File: src/rtl/burst_addr_seq.sv
module burst_addr_seq #(
  parameter int AW        = 20,
  parameter int LATW      = 5,
  parameter int LAT_MIN   = 2,
  parameter int LAT_MAX   = 16,
  parameter int SEC_BYTES = 256
) (
  input  logic            clk,
  input  logic            rst,
  input  logic            cfg_wr,
  input  logic            cfg_burst_en,
  input  logic            cfg_wide,
  input  logic            cfg_linear,
  input  logic [1:0]      cfg_len,
  input  logic [LATW-1:0] cfg_lat,
  input  logic            strobe,
  input  logic [AW-1:0]   start_addr,
  input  logic [1:0]      start_space,
  input  logic            oe_n,
  output logic            beat_valid,
  output logic [AW-1:0]   beat_addr,
  output logic            beat_single,
  output logic            beat_invalid,
  output logic            grp_end_n
);

  localparam int OFFW = 5;
  localparam logic [AW-1:0] SEC_LIM16 = AW'(SEC_BYTES / 2);
  localparam logic [AW-1:0] SEC_LIM32 = AW'(SEC_BYTES / 4);
  localparam logic [LATW-1:0] LMIN = LATW'(LAT_MIN);
  localparam logic [LATW-1:0] LMAX = LATW'(LAT_MAX);

  typedef enum logic [1:0] {S_IDLE, S_WAIT, S_BURST, S_SINGLE} st_t;

  logic            en_q, wide_q, lin_q;
  logic [1:0]      len_q;
  logic [LATW-1:0] lat_q;

  st_t             st_q;
  logic [LATW-1:0] cnt_q;
  logic [AW-1:0]   base_q;
  logic [OFFW-1:0] first_q, mask_q, idx_q;
  logic            wide_s, sec_s, single_s;

  always_ff @(posedge clk) begin
    if (rst) begin
      en_q   <= 1'b0;
      wide_q <= 1'b0;
      lin_q  <= 1'b0;
      len_q  <= 2'd0;
      lat_q  <= LMIN;
    end else if (cfg_wr) begin
      en_q   <= cfg_burst_en;
      wide_q <= cfg_wide;
      lin_q  <= cfg_linear;
      len_q  <= cfg_len;
      lat_q  <= (cfg_lat < LMIN) ? LMIN : (cfg_lat > LMAX) ? LMAX : cfg_lat;
    end
  end

  logic [2:0]      blog;
  logic [OFFW-1:0] mask_n, first_n;
  logic            seq_bad, lin_n, single_n;

  assign blog     = 3'({1'b0, len_q}) + 3'd2 - 3'({2'b0, wide_q});
  assign mask_n   = (OFFW'(1) << blog) - OFFW'(1);
  assign seq_bad  = wide_q ? (len_q == 2'd3) : len_q[1];
  assign lin_n    = lin_q | seq_bad;
  assign first_n  = lin_n ? '0 : (start_addr[OFFW-1:0] & mask_n);
  assign single_n = !en_q || start_space[1];

  logic last;
  assign last = (idx_q == mask_q);

  always_ff @(posedge clk) begin
    if (rst) begin
      st_q     <= S_IDLE;
      cnt_q    <= '0;
      base_q   <= '0;
      first_q  <= '0;
      mask_q   <= '0;
      idx_q    <= '0;
      wide_s   <= 1'b0;
      sec_s    <= 1'b0;
      single_s <= 1'b0;
    end else if (strobe) begin
      st_q     <= S_WAIT;
      cnt_q    <= lat_q;
      idx_q    <= '0;
      wide_s   <= wide_q;
      sec_s    <= (start_space == 2'd1);
      single_s <= single_n;
      if (single_n) begin
        base_q  <= start_addr;
        first_q <= '0;
        mask_q  <= '0;
      end else begin
        base_q  <= start_addr & ~{{(AW-OFFW){1'b0}}, mask_n};
        first_q <= first_n;
        mask_q  <= mask_n;
      end
    end else begin
      case (st_q)
        S_WAIT: begin
          if (cnt_q == LATW'(1)) st_q <= single_s ? S_SINGLE : S_BURST;
          else cnt_q <= cnt_q - LATW'(1);
        end
        S_BURST:  idx_q <= last ? '0 : idx_q + OFFW'(1);
        S_SINGLE: if (oe_n) st_q <= S_IDLE;
        default:  ;
      endcase
    end
  end

  assign beat_addr    = base_q | {{(AW-OFFW){1'b0}}, (first_q + idx_q) & mask_q};
  assign beat_valid   = (st_q == S_BURST) || (st_q == S_SINGLE);
  assign beat_single  = (st_q == S_SINGLE);
  assign grp_end_n    = !((st_q == S_BURST) && last);
  assign beat_invalid = (st_q == S_BURST) && sec_s &&
                        (beat_addr >= (wide_s ? SEC_LIM32 : SEC_LIM16));

endmodule

File: config.mk
export PLATFORM = sky130hd
export DESIGN_NAME = burst_addr_seq
export DESIGN_NICKNAME = d
export VERILOG_FILES = /design/src/rtl/burst_addr_seq.sv
export SDC_FILE = /design/constraint.sdc
export NUM_CORES = 1
export LEC_CHECK = 0
export BUFFER_PORTS_ARGS = -buffer_cell sky130_fd_sc_hd__buf_4
export CORE_MARGIN = 4
export CORE_UTILIZATION = 58
export DETAILED_ROUTE_END_ITERATION = 16
export PLACE_DENSITY = 0.91
export SLEW_MARGIN = 40
export SYNTH_ARGS = -nofsm -noshare
export SYNTH_HDL_FRONTEND = slang
export SYNTH_SLANG_ARGS = --single-unit
File: constraint.sdc
create_clock -name clk -period 6.6 [get_ports clk]
set_clock_uncertainty 0.2 [all_clocks]
set_input_delay 0.66 -clock clk [delete_from_list [all_inputs] [get_ports clk]]
set_output_delay 0.66 -clock clk [all_outputs]
set_load 0.005 [all_outputs]
==> metrics.yaml <==
synth_most_common_cell: "dfxtp_1"
dp.final_hpwl_mm: 4.431
swShare_pct: 25.65
initial_utilization_pct: 59.55
num_vias: 2302
cts_max_path_buffers: 2
synthTopCellsByCount: "dfxtp_1, nor2_1, mux2i_1, nand2_1, a21oi_1"
synth_area_leader_cell: "dfxtp_1"
post-route-period-util_pct: 55.19
hold_violations: 0
reg2reg_from: "wide_q"
cp_slowest_cell: "or4_1"
antenna_found_initial: 0
clock_latency_ns: 0.31
ant_nets: 0
areaGrowthSynthToFinish_pct: 15.57
status: "finished clean"
cp-end-kind: "output pin"
tightest_slew_ns: 0.6046
setup_tns_ns: 0
synth_edf_count: 0
ys_warn_count: 0
grt_max_degree: 53
drive_gt1_share_pct: 19.27
dp.cells: 418
synthArstFlopShare_pct: 0
reg2reg_slack_ns: 3.86
avgSynthCellArea_um2: 8.735
cts_sinks: 55
synth_top_area_share_pct: 39.15
synth_cells: 322
fin_crit_ns: 3.643
worst_slack_ns: 2.957
cts_root_buf: "clkbuf_8"
h-tree-depth: 2
hold_path.class: "reg -> reg"
crit_family: "simple AND/OR/NAND/NOR gates"
power_mw: 0.6472
rows: 25
core_area_um2: 4723
ys_types: 46
power_density_nw_per_um2: 199.1
fin_cells: 425
fill_cells: 367
pre_cts_ws_ns: 3.316
syn_area_um2: 2813
gp_congestion: 0.9128
path_buf_inv: 2
whs_path_depth: 2
setup-violations-final: 0
synth_fp_nets: 372
criticalPathCategory: "reg -> out"
die_area_um2: 6028
grt_pass1_vias: 2240
p_int_mw: 0.4812
drc_errors: 0
p_clk_share_pct: 28.9
slew_viol_final: 0
critPathMaxStageDelay_ns: 0.51
cts_buffers: 5
r2r-end: "base_q[4]"
switchingPower_mw: 0.1660
hp-start: "lat_q[2]"
clock.fmax_mhz: 274.5
crit_path_start_kind: "flip-flop"
io-pin-count: 61
relSlewSlack_pct: 59.65
cts_setup_buffers: 0
grt_usage_pct: 20.59
path_max_fanout: 5
numPortBuffers: 60
die_h_um: 77.64
grt_pass1_wl_mm: 10.10
num_antenna_cells: 0
rsz0062_at_grt: "false"
ys.flop_type: "dfxtp_1"
wirelength_mm: 6.044
reg2reg_depth: 9
first_pass_iters: 4
viasPerCell: 5.416
first_iter_violations: 128
ys_ff_latch: 55
fin_nets: 408
die_x_um: 77.64
cts_hold_buf: 0
multi_input_comb_area_um2: 1464
synth-seq-area-share_pct: 39.15
wl_per_cell_um: 14.22
cp.arrival_ns: 2.78
combPwrFrac_pct: 15.8
cap_viol_max_count: 0
worstHoldEndpoint: "lat_q[2]"
clk_pin_slew_worst_paths_ns: 0.09
cp.depth: 8
cts_tree: "yes"
power_leakage_nw: 1.449
synth_area_leaders: "dfxtp_1, mux2i_1, nor2_1, ha_1, a21oi_1"
fin_hold_ws_ns: 0.2755
grt.overflow.total: 0
vdd_ir_drop_max_mv: 0.1536
post_cts_resized: 0
worstPathRequired_ns: 5.74
crit_chain: "ha_1, inv_1, fa_1, nand2b_1, a31o_2, or4_1, o31ai_1, buf_4"
ff_latch_area_um2: 1101
pwr-share-seq_pct: 55.4
==> layout by cell type, fill, tap and decap left out, types with 2 or more instances in the layout <==
cell type   n
o21ai_0     2
inv_1      17
nand4b_1    2
a211oi_1    6
nand4_1     7
nor4_1      2
or4_1       3
o311ai_1    2
dfxtp_1    55
xor2_1     11
nor2b_1     2
xnor2_1     4
mux2i_1    25
nand2_1    24
a311o_1     2
o211ai_1    2
nand3b_1    7
ha_1       12
buf_4      60
and2b_1     2
a21o_1      3
nor2_1     41
and2_1      5
clkbuf_8    6
nor3_1      2
nand3_1     6
a21oi_1    23
nand2b_1    9
==> through the flow <==
stage | utilization [%] | area (µm²)
after floorplan | - | 2813
after global placement | 66.97 | 3163
after detailed placement | 66.97 | 3163
after CTS | 68.82 | 3251
after global routing | 68.82 | 3251
final | 68.82 | 3251
==> worst max path at each step <==
stage | from | endpoint | slack [ns]
6_report | idx_q[0] | beat_invalid | 2.96
2_1_floorplan | idx_q[0] | beat_invalid | 3.60
5_1_grt | idx_q[0] | beat_invalid | 2.73
3_5_place_dp | idx_q[0] | beat_invalid | 3.32
4_1_cts | idx_q[0] | beat_invalid | 2.96
3_3_place_gp | idx_q[0] | beat_invalid | 3.39
==> final cells by class <==
type	instances	share of cell area [%]
Inverter	17	1.963
Clock inverter	1	0.1540
Sequential cell	55	33.87
Clock buffer	6	2.540
Tap cell	67	2.579
Multi-Input combinational cell	219	45.03
Timing Repair Buffer	60	13.86
==> power by group through the flow <==
| stage | logic [mW] | registers (mW) | clock network [mW] |
|---|---|---|---|
| global placement | 0.0977 | 0.365 | 0 |
| global route | 0.114 | 0.360 | 0.205 |
| floorplan | 0.0700 | 0.362 | 0 |
| CTS | 0.102 | 0.358 | 0.191 |
| detailed placement | 0.101 | 0.366 | 0 |
| finish | 0.102 | 0.358 | 0.187 |
==> flip-flops by register name, summed over array words and instances, names as in the netlist, 2 cells and up <==
| name | cells |
|---|---|
| lat_q | 5 |
| st_q | 2 |
| len_q | 2 |
| mask_q | 5 |
| first_q | 5 |
| idx_q | 5 |
| cnt_q | 5 |
| base_q | 20 |
==> metal layers <==
metal	vias to the layer above	GRT usage [%]	share of wire, %
met5	-	0	0
met4	0	6.228	1.3
met3	9	6.497	6.9
met2	54	33.73	48
met1	1079	25.78	44
li1	1160	-	-
==> worst reg2reg max path, delay by kind of cell (launching register included) <==
family / cells / cell delay [ns]
adder cells (fa/ha/maj): 3 / 0.75
buffers and inverters: 1 / 0.04
AO/OA/AOI/OAI: 2 / 0.33
AND/OR/NAND/NOR: 3 / 0.94
flip-flops: 1 / 0.39
==> cell families after synthesis <==
group / share of synthesized area, %
AOI/OAI and AO/OA: 11.70
adders and majority gates: 6.050
buffers and inverters: 8.808
and+or+nand+nor: 20.73
DFF: 39.15
xor gates and xnor gates: 4.671
muxes: 8.897
Power figures use the tool's default switching activity.
